## src/rtl/kw_pkg.sv

```systemverilog
package kw_pkg;
  localparam int unsigned KW_DATA_W = 32;
  localparam logic [31:0] KW_UNLOCK_KEY = 32'h1ACC_E551;

  localparam int unsigned OFS_LOAD  = 'h000;
  localparam int unsigned OFS_COUNT = 'h004;
  localparam int unsigned OFS_CTRL  = 'h008;
  localparam int unsigned OFS_CLEAR = 'h00C;
  localparam int unsigned OFS_STAT  = 'h014;
  localparam int unsigned OFS_LOCK  = 'hC00;

  typedef enum logic [2:0] {
    SEL_NONE, SEL_LOAD, SEL_COUNT, SEL_CTRL, SEL_CLEAR, SEL_STAT, SEL_LOCK
  } kw_sel_e;

  typedef struct packed {
    logic run;     // bit 1: counting and interrupt enable
    logic rst_en;  // bit 0: reset request enable
  } kw_ctrl_t;
endpackage

```

## src/rtl/kw_regs.sv

```systemverilog
module kw_regs
  import kw_pkg::*;
#(
  parameter int unsigned ADDR_W = 12,
  parameter int unsigned DATA_W = KW_DATA_W,
  parameter logic [DATA_W-1:0] KEY = DATA_W'(KW_UNLOCK_KEY)
) (
  input  logic              clk,
  input  logic              rst,
  input  logic              bus_wr,
  input  logic              bus_rd,
  input  logic [ADDR_W-1:0] bus_addr,
  input  logic [DATA_W-1:0] bus_wdata,
  output logic [DATA_W-1:0] bus_rdata,
  input  logic [DATA_W-1:0] cnt_q,
  input  logic              pend_q,
  output kw_ctrl_t          ctrl,
  output logic              reload,
  output logic [DATA_W-1:0] reload_val,
  output logic              clr
);
  kw_sel_e           sel;
  logic              locked_q;
  logic [DATA_W-1:0] load_q;
  kw_ctrl_t          ctrl_q;
  logic [DATA_W-1:0] rdata_q;
  logic              wr_ok;
  logic              load_wr;

  always_comb begin
    sel = SEL_NONE;
    if      (bus_addr == ADDR_W'(OFS_LOAD))  sel = SEL_LOAD;
    else if (bus_addr == ADDR_W'(OFS_COUNT)) sel = SEL_COUNT;
    else if (bus_addr == ADDR_W'(OFS_CTRL))  sel = SEL_CTRL;
    else if (bus_addr == ADDR_W'(OFS_CLEAR)) sel = SEL_CLEAR;
    else if (bus_addr == ADDR_W'(OFS_STAT))  sel = SEL_STAT;
    else if (bus_addr == ADDR_W'(OFS_LOCK))  sel = SEL_LOCK;
  end

  assign wr_ok      = bus_wr && !locked_q;
  assign load_wr    = wr_ok && (sel == SEL_LOAD);
  assign clr        = wr_ok && (sel == SEL_CLEAR);
  assign reload     = clr || (load_wr && ctrl_q.run);
  assign reload_val = load_wr ? bus_wdata : load_q;
  assign ctrl       = ctrl_q;
  assign bus_rdata  = rdata_q;

  always_ff @(posedge clk) begin
    if (rst) begin
      locked_q <= 1'b1;
      load_q   <= '1;
      ctrl_q   <= '0;
    end else begin
      if (bus_wr && sel == SEL_LOCK) locked_q <= (bus_wdata != KEY);
      if (load_wr) load_q <= bus_wdata;
      if (wr_ok && sel == SEL_CTRL) begin
        ctrl_q.run    <= bus_wdata[1];
        ctrl_q.rst_en <= bus_wdata[0];
      end
    end
  end

  always_ff @(posedge clk) begin
    if (rst) begin
      rdata_q <= '0;
    end else if (bus_rd) begin
      unique case (sel)
        SEL_LOAD:  rdata_q <= load_q;
        SEL_COUNT: rdata_q <= cnt_q;
        SEL_CTRL:  rdata_q <= DATA_W'({ctrl_q.run, ctrl_q.rst_en});
        SEL_STAT:  rdata_q <= DATA_W'(pend_q);
        SEL_LOCK:  rdata_q <= DATA_W'(locked_q);
        default:   rdata_q <= '0;
      endcase
    end
  end

  // a locked bus leaves load and control untouched
  a_r2_locked_load: assert property (@(posedge clk) disable iff (rst)
    (locked_q && bus_wr && sel == SEL_LOAD) |=> $stable(load_q));
  a_r2_locked_ctrl: assert property (@(posedge clk) disable iff (rst)
    (locked_q && bus_wr && sel == SEL_CTRL) |=> $stable(ctrl_q));
endmodule

```

## src/rtl/kw_counter.sv

```systemverilog
module kw_counter
  import kw_pkg::*;
#(
  parameter int unsigned DATA_W = KW_DATA_W
) (
  input  logic              clk,
  input  logic              rst,
  input  kw_ctrl_t          ctrl,
  input  logic              reload,
  input  logic [DATA_W-1:0] reload_val,
  input  logic              clr,
  output logic [DATA_W-1:0] cnt_q,
  output logic              pend_q,
  output logic              irq,
  output logic              rst_req
);
  logic expire;
  logic rst_q;

  // bus reload or clear in the same cycle wins over an expiry
  assign expire  = ctrl.run && !reload && (cnt_q == '0);
  assign irq     = pend_q && ctrl.run;
  assign rst_req = rst_q;

  always_ff @(posedge clk) begin
    if (rst) begin
      cnt_q  <= '1;
      pend_q <= 1'b0;
      rst_q  <= 1'b0;
    end else begin
      rst_q <= expire && pend_q && ctrl.rst_en;
      if (reload) begin
        cnt_q <= reload_val;
        if (clr) pend_q <= 1'b0;
      end else if (ctrl.run) begin
        if (cnt_q == '0) begin
          cnt_q  <= reload_val;
          pend_q <= 1'b1;
        end else begin
          cnt_q <= cnt_q - 1'b1;
        end
      end
    end
  end

  // counting steps down by one
  a_r6_decrement: assert property (@(posedge clk) disable iff (rst)
    (ctrl.run && !reload && cnt_q != '0) |=> (cnt_q == $past(cnt_q) - 1'b1));
  // stopped counter holds
  a_r9_hold: assert property (@(posedge clk) disable iff (rst)
    (!ctrl.run && !reload) |=> $stable(cnt_q));
  // clear drops the pending flag and reloads
  a_r5_clear: assert property (@(posedge clk) disable iff (rst)
    clr |=> (!pend_q && cnt_q == $past(reload_val)));
  // reset request only with pending interrupt and reset enabled
  a_r8_rst_pending: assert property (@(posedge clk) disable iff (rst)
    rst_req |-> pend_q);
  a_r8_rst_enabled: assert property (@(posedge clk) disable iff (rst)
    rst_req |-> $past(ctrl.rst_en));
endmodule

```

## src/rtl/keyed_wdog.sv

```systemverilog
module keyed_wdog
  import kw_pkg::*;
#(
  parameter int unsigned ADDR_W = 12,
  parameter int unsigned DATA_W = KW_DATA_W,
  parameter logic [DATA_W-1:0] KEY = DATA_W'(KW_UNLOCK_KEY)
) (
  input  logic              clk,
  input  logic              rst,
  input  logic              bus_wr,
  input  logic              bus_rd,
  input  logic [ADDR_W-1:0] bus_addr,
  input  logic [DATA_W-1:0] bus_wdata,
  output logic [DATA_W-1:0] bus_rdata,
  output logic              irq,
  output logic              rst_req
);
  kw_ctrl_t          ctrl;
  logic              reload;
  logic              clr;
  logic [DATA_W-1:0] reload_val;
  logic [DATA_W-1:0] cnt_q;
  logic              pend_q;

  kw_regs #(.ADDR_W(ADDR_W), .DATA_W(DATA_W), .KEY(KEY)) u_regs (
    .clk        (clk),
    .rst        (rst),
    .bus_wr     (bus_wr),
    .bus_rd     (bus_rd),
    .bus_addr   (bus_addr),
    .bus_wdata  (bus_wdata),
    .bus_rdata  (bus_rdata),
    .cnt_q      (cnt_q),
    .pend_q     (pend_q),
    .ctrl       (ctrl),
    .reload     (reload),
    .reload_val (reload_val),
    .clr        (clr)
  );

  kw_counter #(.DATA_W(DATA_W)) u_counter (
    .clk        (clk),
    .rst        (rst),
    .ctrl       (ctrl),
    .reload     (reload),
    .reload_val (reload_val),
    .clr        (clr),
    .cnt_q      (cnt_q),
    .pend_q     (pend_q),
    .irq        (irq),
    .rst_req    (rst_req)
  );
endmodule

```

## config.mk

```make
export PLATFORM = sky130hd
export DESIGN_NAME = keyed_wdog
export DESIGN_NICKNAME = d
export VERILOG_FILES = /design/src/rtl/kw_pkg.sv /design/src/rtl/kw_regs.sv /design/src/rtl/kw_counter.sv /design/src/rtl/keyed_wdog.sv
export SDC_FILE = /design/constraint.sdc
export NUM_CORES = 1
export LEC_CHECK = 0
export CAP_MARGIN = 20
export CORE_ASPECT_RATIO = 1.25
export CORE_MARGIN = 1
export CORE_UTILIZATION = 58
export DETAILED_ROUTE_END_ITERATION = 7
export GPL_ROUTABILITY_DRIVEN = 0
export PLACE_DENSITY_LB_ADDON = 0.25
export SLEW_MARGIN = 10
export SYNTH_ARGS = -nofsm -noshare
export SYNTH_HDL_FRONTEND = slang
export SYNTH_SLANG_ARGS = --single-unit
export TNS_END_PERCENT = 20
```

## constraint.sdc

```tcl
create_clock -name clk -period 6.95 [get_ports clk]
set_input_delay 1.0425 -clock clk [delete_from_list [all_inputs] [get_ports clk]]
set_output_delay 1.0425 -clock clk [all_outputs]
set_load 0.1 [all_outputs]
```

Yosys cells after proc, flatten, opt, wreduce, memory -nomap -nowiden. Cells that the tools add are included. W data, S select, Z words.

Output and inout bits: 34. Flip-flop bits (word level): 101. Word-level logic and storage cells: 56. Bits of input ports: 48.

Reduce and logical (&&, ||, !) cells: 19. Multiplexer cells: 15. Equality and inequality tests: 13. $add $sub $neg: 1.

Operator list (count): $pmux W32 S5 (1); $mux W32 (4); $logic_not A32 Y1 (1); $ne A32 B29 Y1 const B (1); $sub A32 B1 Y32 const B (1); $eq A12 B4 Y1 const B (2); $mux W3 (6); $eq A12 B12 Y1 const B (1); $eq A12 B3 Y1 const B (1); $eq A12 B5 Y1 const B (1); $logic_not A12 Y1 (1); $logic_and A1 B1 Y1 (11); $eq A3 B3 Y1 const B (3); $eq A3 B2 Y1 const B (2); $mux W1 (4); $reduce_bool A2 Y1 (2); $eq A3 B1 Y1 const B (1); $reduce_and A3 Y1 (1); $logic_not A1 Y1 (2); $ne A2 B2 Y1 const B (1); $logic_or A1 B1 Y1 (1).

Depth between registers and ports, before layout.
Depth in word-level cells: 16. Depth in mapped cells: 11. Mapped depth without buffers: 8.

Modules after synthesis. Synthesis repeated with hierarchy kept, for this count alone.

Cells, all modules: 614. Area, all modules: 5492.8 µm².

Modules (own cells, without submodules): kw_regs (area each 3108.0 µm², sequential area each 1341.3 µm², instances 1, cells each 302); kw_counter (area each 2384.8 µm², sequential area each 680.7 µm², instances 1, cells each 312).

Least setup slack after synthesis. OpenSTA, ideal clock, no wires.

Kind: in2reg. Start: input port bus_addr[9]. End: register u_counter.cnt_q[0]. Path buffers: 1. Data required time: 6871 ps. Setup time: 79 ps. Path slack: 3854 ps. Data arrival time: 3017 ps. Cell stages on the path: 7. Path through: nor4_2 nand3_1 nor3_1 nor2_1 clkbuf_1 a32o_1 a22oi_1.

Cells in the longest elaborated chain, start to end: 13. Elaborated cells between the ends (all ways): 23. Those cells by class: eq/ne: 7; mux: 10; reduce/logical: 6.

RTL lines: from (decl) (RTL line keyed_wdog.sv:12) `input logic [ADDR_W-1:0] bus_addr,`; $eq A12 B12 Y1 (RTL line kw_regs.sv:37) `else if (bus_addr == ADDR_W'(OFS_LOCK)) sel = SEL_LOCK;`; $mux W3 (RTL line kw_regs.sv:37); $mux W3 (RTL line kw_regs.sv:36) `else if (bus_addr == ADDR_W'(OFS_STAT)) sel = SEL_STAT;`; $mux W3 (RTL line kw_regs.sv:35) `else if (bus_addr == ADDR_W'(OFS_CLEAR)) sel = SEL_CLEAR;`; $mux W3 (RTL line kw_regs.sv:34) `else if (bus_addr == ADDR_W'(OFS_CTRL)) sel = SEL_CTRL;`; $mux W3 (RTL line kw_regs.sv:33) `else if (bus_addr == ADDR_W'(OFS_COUNT)) sel = SEL_COUNT;`; $mux W3 * (RTL line kw_regs.sv:32) `if (bus_addr == ADDR_W'(OFS_LOAD)) sel = SEL_LOAD;`; $eq A3 B1 Y1 (RTL line kw_regs.sv:41) `assign load_wr = wr_ok && (sel == SEL_LOAD);`; $logic_and A1 B1 Y1 (RTL line kw_regs.sv:41); $mux W32 (RTL line kw_regs.sv:44) `assign reload_val = load_wr ? bus_wdata : load_q;`; $mux W32 (RTL line kw_counter.sv:36) `if (cnt_q == '0) begin`; $mux W32 (RTL line kw_counter.sv:35) `end else if (ctrl.run) begin`; $mux W32 (RTL line kw_counter.sv:32) `if (reload) begin`; to (signal assigned) (RTL line kw_counter.sv:33) `cnt_q <= reload_val;`; to (signal assigned) (RTL line kw_counter.sv:37) `cnt_q <= reload_val;`; to (signal assigned) (RTL line kw_counter.sv:40) `cnt_q <= cnt_q - 1'b1;`; to (decl) (RTL line kw_counter.sv:12) `output logic [DATA_W-1:0] cnt_q,`.

Mark *: on every way between the ends. The rest lies on a longest branch, timed or not. The select of a mux whose other input is x is not followed. A chain may end at the register's enable or synchronous reset.

Worst setup path after layout. Ends and elaborated chain as after synthesis.

==> run_results.csv <==
group,metric,value,unit
worst_setup_path,crit_path_max_fanout,14,
sta,finClkSkew,0.00970,ns
cts,cts_buffer_depth,2,
global_route,antenna_found_initial,0,
route,routedWlPerCell,18.6,um
placed_design,dp_hpwl,9.88,mm
cts,cts_hold_buffers,0,
route,dr.max_layer_used,"met4",
global_route,grt_pass1_vias,4840,
synth,synth_edf_count,0,
route,route.detailed.drc,0,
min_path,hold_class,"register to register",
sta,drv_slew,0,
synth,syn_area,5260,um2
synth,ys_warn_count,0,
cells_and_area,num_antenna_cells,0,
sta,setup_viol,0,
power,p_int,0.836,mW
min_path,hp-start,"u_regs.ctrl[0]",
cts,cts_root_buf,"clkbuf_8",
route,vias,5220,
global_route,grt.overflow.total,0,
route,dr.first_iter.drc_count,411,
floorplanning,die_h,108,um
sta,fin_crit,3.72,ns
floorplanning,start_util,60.1,%
cells_and_area,nNetsFinal,718,
cells_and_area,layout-drive-gt1-share,5.21,%
power,p_seq_share,55.0,%
cells_and_area,fillers,721,
cts,clk_latency,0.39,ns
synth,yosys.area.top_type,"dfxtp_1",
cells_and_area,layout_common_cells,"dfxtp_1, clkdlybuf4s50_1, nor2_1",
route,antenna_left,0,
sta,slew-limit-headroom,27.2,%
floorplanning,core,8750,um2
synth,syn-num-nets,671,
global_route,grt_pass1_wl,23.4,mm
synth,synth_area_per_cell,8.46,um2
cts,h-tree-depth,3,
route,routed_wl,14.7,mm
worst_setup_path,cp.arrival,4.03,ns
sta,timing.hold.ws,0.477,ns
route,avgViaCountPerCell,6.59,
power,leakage,2.26,nW
power,power.density,173,nW/um2
power,p_sw,0.251,mW
power,switching_share,23.1,%
sta,tightestPinTransition,1.09,ns
route,met1_length,6.03,mm
synth,async_flop_share,0,%
sta,hold_viol,0,
floorplanning,die-area,9450,um2
route,met2WireLength,7.11,mm
cts,cts_setup_buffers,0,
cts,cts_tree,"yes",
floorplanning,die_x,87.1,um
cts,numCtsBuffers,9,
worst_setup_path,path_class,"input port to register",
power,clkPwrFrac,37.9,%
worst_setup_path,worstPathRequired,7.26,ns
cells_and_area,syn2layout_area_growth,19.5,%
route,dr_wl_met3,989,um
floorplanning,io_pins,82,
synth,syn_inst,621,
sta,fmax,269,MHz
route,firstDrtPassIters,5,
sta,timing.setup.tns,0,ns
worst_setup_path,crit_path_start_kind,"input port",
cells_and_area,seq_area,2020,um2
flow_run,max_cap_violations,0,
synth,synth_seq_cells,101,
cells_and_area,post-route-util,71.8,%
floorplanning,fp-row-count,38,
synth,synth_top_area_share,38.5,%
synth,yosysUniqueCellTypes,60,
synth,seq_area_frac_synth,38.5,%
sta,fin_crit_sh,53.5,%
cells_and_area,final_common_cell,"dfxtp_1",
cts,clk_pin_slew,0.09,ns
global_route,grt_max_degree,60,
placed_design,portBuffers,81,
worst_setup_path,rr_startpoint,"u_counter.cnt_q[0]",
cts,cts-resized-gates,0,
cts,cts_sinks,101,
synth,yosys_most_used_dff,"dfxtp_1",
power,combPwrFrac,7.0,%
global_route,grt_usage,32.2,%
power,max-vdd-ir-drop,0.140,mV
worst_setup_path,startpoint,"bus_addr[9]",
worst_setup_path,endpoint_kind,"register",
cells_and_area,multiInputGateArea,2980,um2
run_status,status,"complete, no violations",
synth,synth_area_leaders,"dfxtp_1, mux2i_1, a2bb2oi_1",
sta,grt_setup_unrepaired,"false",
[worst max-delay path, stage by stage]
cell	delay [ns]
clkdlybuf4s50_1	0.42
nor4_2	0.65
nand3_1	0.46
nor3_1	0.29
buf_4	0.23
nor2_1	0.20
buf_4	0.29
a32o_1	0.27
a22oi_1	0.18
[per-stage QoR]
step	area, um2	setup slack (ns)	cells	power, mW
after floorplan	5260	3.85	621	0.645
after global placement	6070	3.07	777	0.683
after detailed placement	6070	2.87	777	0.686
after CTS	6280	3.28	792	1.09
after global routing	6280	3.04	792	1.12
final	6280	3.23	792	1.09
[power by group through the flow]
stage | clock, mW | combinational, mW | sequential, mW
after detailed placement | 0 | 0.0751 | 0.611
after floorplan | 0 | 0.0401 | 0.604
after global placement | 0 | 0.0729 | 0.611
after global routing | 0.440 | 0.0812 | 0.600
after CTS | 0.412 | 0.0758 | 0.598
final | 0.412 | 0.0766 | 0.598
[cell type report]
type                    instances  share of cell area (%)
clock inverters                 4                    1.15
well taps                     120                    2.39
flip-flops and latches        101                    32.2
repair buffers                 91                    14.0
multi-input cells             456                    47.5
clock buffers                  11                    2.25
inverters                       9                   0.538
[layer usage]
layer  vias to the layer above  track usage (%)
li1                       2448                -
met4                         0             19.1
met1                      2484             38.4
met3                        57             7.25
met5                         -                0
met2                       231             52.6
[cell usage after synthesis, drive strengths merged, types with 14 or more instances]
| cell | number |
|---|---|
| a22oi | 31 |
| a21oi | 18 |
| dfxtp | 101 |
| clkbuf | 38 |
| nor2 | 68 |
| mux2i | 40 |
| nor4 | 16 |
| nand3 | 14 |
| a2bb2oi | 33 |
| nor3 | 26 |
| nand2 | 50 |
| buf | 17 |
| nand4 | 15 |
| o21ai | 24 |
[state kept, by name (all words and copies together) (netlist names)]
signal,flops
u_regs.load_q,32
u_counter.pend_q,1
u_regs.bus_rdata,32
u_regs.locked_q,1
u_counter.cnt_q,32
u_regs.ctrl,2
u_counter.rst_req,1
[kinds of logic (layout without fill, tap and decap cells)]
| family | Yosys count | after routing | share of synthesized area, % |
|---|---|---|---|
| AND/OR/NAND/NOR | 249 | 249 | 25.3 |
| buffers and inverters | 64 | 115 | 5.02 |
| AO/OA/AOI/OAI | 163 | 163 | 22.7 |
| XOR/XNOR | 1 | 1 | 0.167 |
| multiplexers | 41 | 41 | 7.83 |
| adder cells (fa/ha/maj) | 2 | 2 | 0.476 |
| flip-flops | 101 | 101 | 38.5 |
[final timing paths]
check                                      endpoint  slack [ns]  cells after the start
worst max-delay path             u_counter.cnt_q[0]        3.23                      9
worst min-delay path              u_counter.rst_req        0.48                      2
worst max register to register  u_counter.cnt_q[28]        3.66                      8
worst min register to register    u_counter.rst_req        0.48                      2
Power figures use the tool's default switching activity.
